## config.mk

```make
export PLATFORM = sky130hd
export DESIGN_NAME = gfaop_mul
export DESIGN_NICKNAME = d
export VERILOG_FILES = /design/src/rtl/gfaop_pkg.sv /design/src/rtl/gfaop_chain.sv /design/src/rtl/gfaop_fold.sv /design/src/rtl/gfaop_mul.sv
export SDC_FILE = /design/constraint.sdc
export NUM_CORES = 1
export LEC_CHECK = 0
export ABC_CLOCK_PERIOD_IN_PS = 1000
export CAP_MARGIN = 20
export CORE_MARGIN = 5
export CORE_UTILIZATION = 40
export DETAILED_ROUTE_END_ITERATION = 12
export HOLD_SLACK_MARGIN = 0.03
export PLACE_DENSITY = 0.57
export RECOVER_POWER = 50
export SYNTH_ARGS = -nofsm -noshare
export SYNTH_HDL_FRONTEND = slang
export SYNTH_SLANG_ARGS = --single-unit
```

## constraint.sdc

```tcl
create_clock -name clk -period 1 [get_ports clk]
set_clock_uncertainty 0.15 [all_clocks]
set_input_delay 0.2 -clock clk [delete_from_list [all_inputs] [get_ports clk]]
set_output_delay 0.2 -clock clk [all_outputs]
set_load 0.05 [all_outputs]
```

## src/rtl/gfaop_pkg.sv

```systemverilog
package gfaop_pkg;

   typedef enum logic {
      GFAOP_CHAIN = 1'b0,
      GFAOP_SPLIT = 1'b1
   } gfaop_layout_e;

   // The all-one polynomial of degree m is irreducible iff m+1 is prime
   // and 2 generates the multiplicative group modulo m+1.
   function automatic bit m_is_legal(input int m);
      int p;
      int r;
      p = m + 1;
      if (m < 2) return 1'b0;
      for (int d = 2; d * d <= p; d++) begin
         if (p % d == 0) return 1'b0;
      end
      r = 1;
      for (int k = 1; k < m; k++) begin
         r = (r * 2) % p;
         if (r == 1) return 1'b0;
      end
      return 1'b1;
   endfunction

   function automatic int pipe_latency(input int m, input gfaop_layout_e lay);
      return (lay == GFAOP_SPLIT) ? (m / 2 + 3) : (m + 2);
   endfunction

endpackage

```

## src/rtl/gfaop_chain.sv

```systemverilog
// One systolic branch: accumulates b_i * alpha^i * A for i in FIRST .. FIRST+NT-1.
// Register stages: NT, plus one closing accumulate stage.
module gfaop_chain #(
   parameter int M     = 4,
   parameter int FIRST = 0,
   parameter int NT    = 4
) (
   input  logic         clk,
   input  logic         rst_n,
   input  logic         in_valid,
   input  logic [M:0]   a_ext,
   input  logic [M-1:0] b,
   output logic [M:0]   sum,
   output logic         sum_valid
);
   localparam int W = M + 1;

   function automatic logic [M:0] rotl(input logic [M:0] x, input int s);
      logic [M:0] y;
      for (int j = 0; j < W; j++) y[(j + s) % W] = x[j];
      return y;
   endfunction

   logic [W-1:0] a_start;
   logic [W-1:0] a_q   [NT];
   logic [W-1:0] pp_q  [NT];
   logic [W-1:0] acc_q [NT];
   logic [M-1:0] b_q   [NT];
   logic         v_q   [NT];

   assign a_start = rotl(a_ext, FIRST);

   // Datapath: AND, XOR and rotation of one stage each sit behind their own register.
   always_ff @(posedge clk) begin
      pp_q[0]  <= a_start & {W{b[FIRST]}};
      a_q[0]   <= rotl(a_start, 1);
      acc_q[0] <= '0;
      b_q[0]   <= b;
      for (int k = 1; k < NT; k++) begin
         acc_q[k] <= acc_q[k-1] ^ pp_q[k-1];
         pp_q[k]  <= a_q[k-1] & {W{b_q[k-1][FIRST+k]}};
         a_q[k]   <= rotl(a_q[k-1], 1);
         b_q[k]   <= b_q[k-1];
      end
      sum <= acc_q[NT-1] ^ pp_q[NT-1];
   end

   always_ff @(posedge clk) begin
      if (!rst_n) begin
         for (int k = 0; k < NT; k++) v_q[k] <= 1'b0;
         sum_valid <= 1'b0;
      end else begin
         v_q[0] <= in_valid;
         for (int k = 1; k < NT; k++) v_q[k] <= v_q[k-1];
         sum_valid <= v_q[NT-1];
      end
   end

   generate
      for (genvar k = 1; k < NT; k++) begin : g_chk
         // Rotation keeps the coefficient weight of the multiplicand.
         AST_ROT_WEIGHT: assert property (@(posedge clk) disable iff (!rst_n)
            v_q[k] |-> ($countones(a_q[k]) == $past($countones(a_q[k-1]))))
            else $error("rotation changed weight at stage %0d", k);
         // A partial product never holds a coefficient absent from the multiplicand it came from.
         AST_PP_SUBSET: assert property (@(posedge clk) disable iff (!rst_n)
            v_q[k] |-> ((pp_q[k] & ~$past(a_q[k-1])) == '0))
            else $error("partial product outside multiplicand at stage %0d", k);
      end
   endgenerate

endmodule

```

## src/rtl/gfaop_fold.sv

```systemverilog
// Folds an (M+1)-coefficient word back to M bits (alpha^M = sum of lower powers)
// and adds an already folded M-bit addend; one register stage.
module gfaop_fold #(
   parameter int M = 4
) (
   input  logic         clk,
   input  logic         rst_n,
   input  logic         in_valid,
   input  logic [M:0]   x,
   input  logic [M-1:0] y,
   output logic         out_valid,
   output logic [M-1:0] z
);
   always_ff @(posedge clk) begin
      z <= x[M-1:0] ^ {M{x[M]}} ^ y;
   end

   always_ff @(posedge clk) begin
      if (!rst_n) out_valid <= 1'b0;
      else        out_valid <= in_valid;
   end
endmodule

```

## src/rtl/gfaop_mul.sv

```systemverilog
module gfaop_mul
   import gfaop_pkg::*;
#(
   parameter int            M      = 4,
   parameter gfaop_layout_e LAYOUT = GFAOP_CHAIN
) (
   input  logic         clk,
   input  logic         rst_n,
   input  logic         in_valid,
   input  logic [M-1:0] in_a,
   input  logic [M-1:0] in_b,
   output logic         out_valid,
   output logic [M-1:0] out_c
);
   localparam int W   = M + 1;
   localparam int H   = M / 2;
   localparam int LN  = M - 1 - H;
   localparam int LAT = pipe_latency(M, LAYOUT);
   localparam int CW  = $clog2(LAT + 1) + 1;

   generate
      if (!m_is_legal(M)) begin : g_bad_m
         $error("M=%0d: all-one polynomial is not irreducible", M);
      end
   endgenerate

   logic [W-1:0] a_ext;
   assign a_ext = {1'b0, in_a};

   generate
      if (LAYOUT == GFAOP_CHAIN) begin : g_chain
         logic [W-1:0] sum;
         logic         sum_v;

         gfaop_chain #(.M(M), .FIRST(0), .NT(M)) u_chain (
            .clk(clk), .rst_n(rst_n), .in_valid(in_valid), .a_ext(a_ext), .b(in_b),
            .sum(sum), .sum_valid(sum_v));

         gfaop_fold #(.M(M)) u_fold (
            .clk(clk), .rst_n(rst_n), .in_valid(sum_v), .x(sum), .y('0),
            .out_valid(out_valid), .z(out_c));
      end else begin : g_split
         logic [W-1:0] up_sum;
         logic         up_v;
         logic [M-1:0] lo_d;

         // Upper branch: terms 0 .. H.
         gfaop_chain #(.M(M), .FIRST(0), .NT(H + 1)) u_upper (
            .clk(clk), .rst_n(rst_n), .in_valid(in_valid), .a_ext(a_ext), .b(in_b),
            .sum(up_sum), .sum_valid(up_v));

         if (LN > 0) begin : g_lower
            logic [W-1:0] lo_sum;
            logic         lo_v;
            logic [M-1:0] lo_f;
            logic         lo_fv;
            logic         lo_dv;

            // Lower branch: terms H+1 .. M-1, folded early, then one alignment stage.
            gfaop_chain #(.M(M), .FIRST(H + 1), .NT(LN)) u_lower (
               .clk(clk), .rst_n(rst_n), .in_valid(in_valid), .a_ext(a_ext), .b(in_b),
               .sum(lo_sum), .sum_valid(lo_v));

            gfaop_fold #(.M(M)) u_lo_fold (
               .clk(clk), .rst_n(rst_n), .in_valid(lo_v), .x(lo_sum), .y('0),
               .out_valid(lo_fv), .z(lo_f));

            always_ff @(posedge clk) lo_d <= lo_f;

            always_ff @(posedge clk) begin
               if (!rst_n) lo_dv <= 1'b0;
               else        lo_dv <= lo_fv;
            end

            AST_BRANCH_ALIGN: assert property (@(posedge clk) disable iff (!rst_n)
               lo_dv == up_v)
               else $error("branches out of step");
         end else begin : g_no_lower
            assign lo_d = '0;
         end

         // Closing adder merged with the fold of the upper result.
         gfaop_fold #(.M(M)) u_fold (
            .clk(clk), .rst_n(rst_n), .in_valid(up_v), .x(up_sum), .y(lo_d),
            .out_valid(out_valid), .z(out_c));
      end
   endgenerate

   // Pairs in flight, counted from the ports.
   logic [CW-1:0] inflight;
   always_ff @(posedge clk) begin
      if (!rst_n) inflight <= '0;
      else        inflight <= inflight + CW'(in_valid) - CW'(out_valid);
   end

   AST_INFLIGHT_BOUND: assert property (@(posedge clk) disable iff (!rst_n)
      inflight <= CW'(LAT))
      else $error("more pairs in flight than pipeline stages");
   AST_NO_ORPHAN_OUT: assert property (@(posedge clk) disable iff (!rst_n)
      out_valid |-> (inflight != '0))
      else $error("product without accepted pair");
   AST_RESET_QUIET: assert property (@(posedge clk) disable iff (!rst_n)
      $past(!rst_n) |-> !out_valid)
      else $error("valid right after reset");

endmodule

```

======== Yosys cells after proc, flatten, opt, wreduce, memory -nomap -nowiden ========
Memories as Yosys holds them, arrays and structs flattened. A register that Yosys moved wholly into a read port is not among the register bits.
Index checks and enable logic that the tools add are counted.
storage, ports and cells
  register bits ........................... 10
  latch bits .............................. 0
  RAM bits ................................ 80
  ROM bits ................................ 0
  input port bits ......................... 11
  output and inout bits ................... 5
  word-level logic and storage cells ...... 28
  memories ................................ 5
memories
  memory                 depth  bits a word  rd ports  clocked after memory_dff  write ports  line               text
  g_chain.u_chain.a_q    4      5            3         0                         4            gfaop_chain.sv:25  logic [W-1:0] a_q [NT];
  g_chain.u_chain.acc_q  4      5            4         0                         4            gfaop_chain.sv:27  logic [W-1:0] acc_q [NT];
  g_chain.u_chain.pp_q   4      5            4         0                         4            gfaop_chain.sv:26  logic [W-1:0] pp_q [NT];
  g_chain.u_chain.b_q    4      4            3         0                         4            gfaop_chain.sv:28  logic [M-1:0] b_q [NT];
  g_chain.u_chain.v_q    4      1            4         1                         4            gfaop_chain.sv:29  logic v_q [NT];
operators by class
  add/subtract/negate cells ............... 0
  $mul .................................... 0
  div/mod/pow operators ................... 0
  $lt $le $gt $ge ......................... 0
  equal/unequal tests ..................... 0
  shifts and indexed selects .............. 0
  mux-type cells .......................... 6
  bitwise gates (word level) .............. 13
  reductions and logical operators ........ 1
operator list
  operator            count
  XOR 5 bit           4
  AND 5 bit           3
  two-way mux 1 bit   6
  AND 4 x 5 -> 5 bit  1
  bitwise OR 1 bit    4
  XOR 4 bit           1
  logical NOT 1 bit   1

======== Logic depth before layout (Yosys ltp) ========
  word-level depth ........................ 2
  depth in mapped cells ................... 1

======== By module ========
Synthesis repeated with hierarchy kept, for this count alone.
second synthesis, totals
  cell total of the unflattened synthesis .. 117
  area total of the unflattened synthesis .. 1818.0 um^2
by module, submodules not included
  module       instances  cells an instance  area each (um^2)
  gfaop_chain  1          106                1609.0
  gfaop_fold   1          10                 205.2
  gfaop_mul    1          1                  3.8

======== Worst setup path after synthesis ========
OpenSTA, ideal clock, no wires.
  path kind ............................... register to output
  start point ............................. register g_chain.u_fold.z[0]
  end point ............................... output out_c[0]
  arrival time ............................ 0.587 ns
  setup slack ............................. 0.063 ns
  stages on the path, launching flop included .. 1
  buffers on the path ..................... 0
  cells stage by stage .................... dfxtp_1
RTL lines
  element                 line              text
  start, declared         gfaop_fold.sv:12  output logic [M-1:0] z
  start signal, assigned  gfaop_fold.sv:15  z <= x[M-1:0] ^ {M{x[M]}} ^ y;
  end, declared           gfaop_mul.sv:13   output logic [M-1:0] out_c
No word-level cell between the ends.

======== Final worst setup path ========
  start point ............................. register g_chain.u_fold.z[0]
  end point ............................... output out_c[0]
No word-level cell between the ends.

==> impl_metrics.tcl <==
set metrics [dict create \
    use_met1_pct 6.772 \
    ir_drop_mv 1.427 \
    area_growth_pct 31.07 \
    postRouteWirelength_microns 1548 \
    crit_slowest_cell "dfxtp_2" \
    core_sq_mm 0.003689 \
    overflow 0 \
    netlist_area_sq_mm 0.001530 \
    slew_viol_final 0 \
    slowest_delay_ns 0.34 \
    path_class "reg2out" \
    fin_tns_setup_ns -0.6849 \
    postCtsSetupRepairBufs 0 \
    rsz0062_at_grt "true" \
    cts.htree.levels 3 \
    yosysWarnings 0 \
    cap_viol_max_count 0 \
    ctsHoldBuffers 0 \
    diodes 0 \
    post-route-worst-setup-slack_ns -0.1395 \
    die_width_microns 71.85 \
    grt_util_met3_pct 5.049 \
    power.total_mw 5.571 \
    cts_buffers 9 \
    die-height_microns 71.85 \
    cts_sinks 63 \
    synth_largest_area_cell "dfxtp_1" \
    status "complete, but fails checks" \
    synth_area_leaders "dfxtp_1 (82%), and2_1 (9.0%), xor2_1 (8.6%)" \
    period_minus_slack_ns 1.140 \
    path_cells "buf_12" \
    gp_congestion 0.6545 \
    period_share_pct 114.0 \
    seq_area_frac_synth_pct 82.42 \
    fillers 315 \
    drive_gt1_share_pct 19.08 \
    worst_pin_slew_ns 0.1980 \
    root_buffer "clkbuf_8" \
    die-area_sq_mm 0.005162 \
    drc 0 \
    finalHoldViolations 0 \
    leakagePower_nw 0.8704 \
    cts_tree "yes" \
    slew_headroom_pct 86.78 \
    io_pins 16 \
    syn_inst 100 \
    crit_fanout 1 \
    ys_ff_latch 63 \
    grtUsageTotal_pct 7.893 \
    numPortBuffers 15 \
    cp.arrival_ns 0.79 \
    grt_start_max_net_pins 11 \
    cp_top_family "flip-flops" \
    top_usage_layer "met2" \
    cp.depth 1 \
    grt_pass1_wl_microns 2780 \
    vias 678 \
    path_clk_slew_ns 0.06 \
    critPathCaptureType "output port" \
    start_kind "flop" \
    required_ns 0.65 \
    drt-pass1-iter-count 2 \
    syn_area_per_cell_sq_um 15.30 \
    powerDensity_mw_per_mm2 2778 \
    antenna_found_initial 0 \
    synth_cell_types 3 \
    syn_nets 111 \
    violations "setup timing" \
    holdPathStages 0 \
    crit_buf_inv 1 \
    grt_pass1_vias 692 \
    min-delay-path-class "reg2reg" \
    met2_usage_pct 11.63 \
    setup_viol 5 \
    drt_iter0_drc 15 \
    start_util_pct 41.49 \
    core.rowCount 22 \
    detail_route.wl_per_cell_microns 8.648 \
    synth_top_area_share_pct 82.42 \
    cts_buffer_depth 2 \
    ant_nets 0 \
    max_freq_mhz 877.5 \
    via_per_inst 3.788 \
    fin_nets 137 \
    insertion_delay_ns 0.32 \
    reg2regPathDepth 1 \
]
[placed cells by master (no fill, tap or decap)]
| cell type | n |
|---|---|
| and2_1 | 22 |
| dfxtp_2 | 5 |
| clkbuf_8 | 12 |
| clkdlybuf4s50_1 | 3 |
| bufinv_16 | 1 |
| buf_12 | 5 |
| xor2_1 | 15 |
| clkbuf_1 | 1 |
| clkinv_2 | 2 |
| dlygate4sd3_1 | 7 |
| dfxtp_1 | 58 |
[what timing repair did]
| item | in CTS | in global routing |
|---|---|---|
| resized for setup | 5 | 0 |
| setup endpoints to repair | 5 | 5 |
| pin swaps | 0 | 0 |
[sequential cells by signal, indices dropped and copies added (netlist names)]
| name | count |
|---|---|
| g_chain.u_chain.pp_q | 16 |
| g_chain.u_chain.acc_q | 14 |
| g_chain.u_chain.a_q | 12 |
| g_chain.u_chain.b_q | 6 |
| g_chain.u_chain.sum | 5 |
| g_chain.u_chain.v_q | 4 |
| g_chain.u_fold.z | 4 |
| g_chain.u_chain.sum_valid | 1 |
| g_chain.u_fold.out_valid | 1 |
[cells in the mapped netlist, drive strengths merged]
| master | n |
|---|---|
| xor2 | 15 |
| and2 | 22 |
| dfxtp | 63 |
[final timing paths]
kind	from	to	slack [ns]
worst max-delay path	g_chain.u_fold.z[0]	out_c[0]	-0.14
worst min-delay path	g_chain.u_chain.pp_q[1][4]	g_chain.u_chain.acc_q[2][4]	0.18
worst max register to register	g_chain.u_chain.sum[4]	g_chain.u_fold.z[1]	0.20
worst min register to register	g_chain.u_chain.pp_q[1][4]	g_chain.u_chain.acc_q[2][4]	0.18
[metrics by stage]
| step | hold WS [ns] | instances | utilization, % | setup WS [ns] | area (sq um) |
|---|---|---|---|---|---|
| 3_3_place_gp | 0.1605 | 163 | 48.54 | -0.08828 | 1790 |
| 5_1_grt | 0.1798 | 179 | 54.38 | -0.1728 | 2006 |
| 3_5_place_dp | 0.1621 | 163 | 48.54 | -0.1047 | 1790 |
| 6_report | 0.1754 | 179 | 54.38 | -0.1395 | 2006 |
| 2_1_floorplan | 0.07772 | 100 | - | 0.06267 | 1530 |
| 4_1_cts | 0.1432 | 179 | 54.38 | -0.1681 | 2006 |
[logic make-up after synthesis]
logic type	after synthesis	synth area share, %
flops	63	82.42
simple gates	22	8.994
xor+xnor	15	8.586
[layout make-up]
| cell class | instances | area [sq um] | share of cell area (%) |
|---|---|---|---|
| clock buffer | 13 | 168.9 | 8.422 |
| clock inverter | 3 | 40.04 | 1.996 |
| multi-input combinational | 37 | 269.0 | 13.41 |
| sequential | 63 | 1267 | 63.19 |
| tap | 48 | 60.06 | 2.994 |
| timing repair buffer | 15 | 200.2 | 9.981 |
[where the power goes]
part	total [mW]	internal [mW]	switching, mW
sequential	2.85	2.74	0.107
combinational	0.531	0.288	0.243
clock	2.19	1.35	0.842
total	5.57	4.38	1.19
[metal layers]
layer  share of wire (%)  wire length (microns)  vias up
met5                   0                      0        -
met4                 4.4                     68        0
met3                 9.6                    149        7
met2                  49                    761       20
met1                  37                    568      293
li1                    -                      -      358
(Power assumes the default switching activity.)
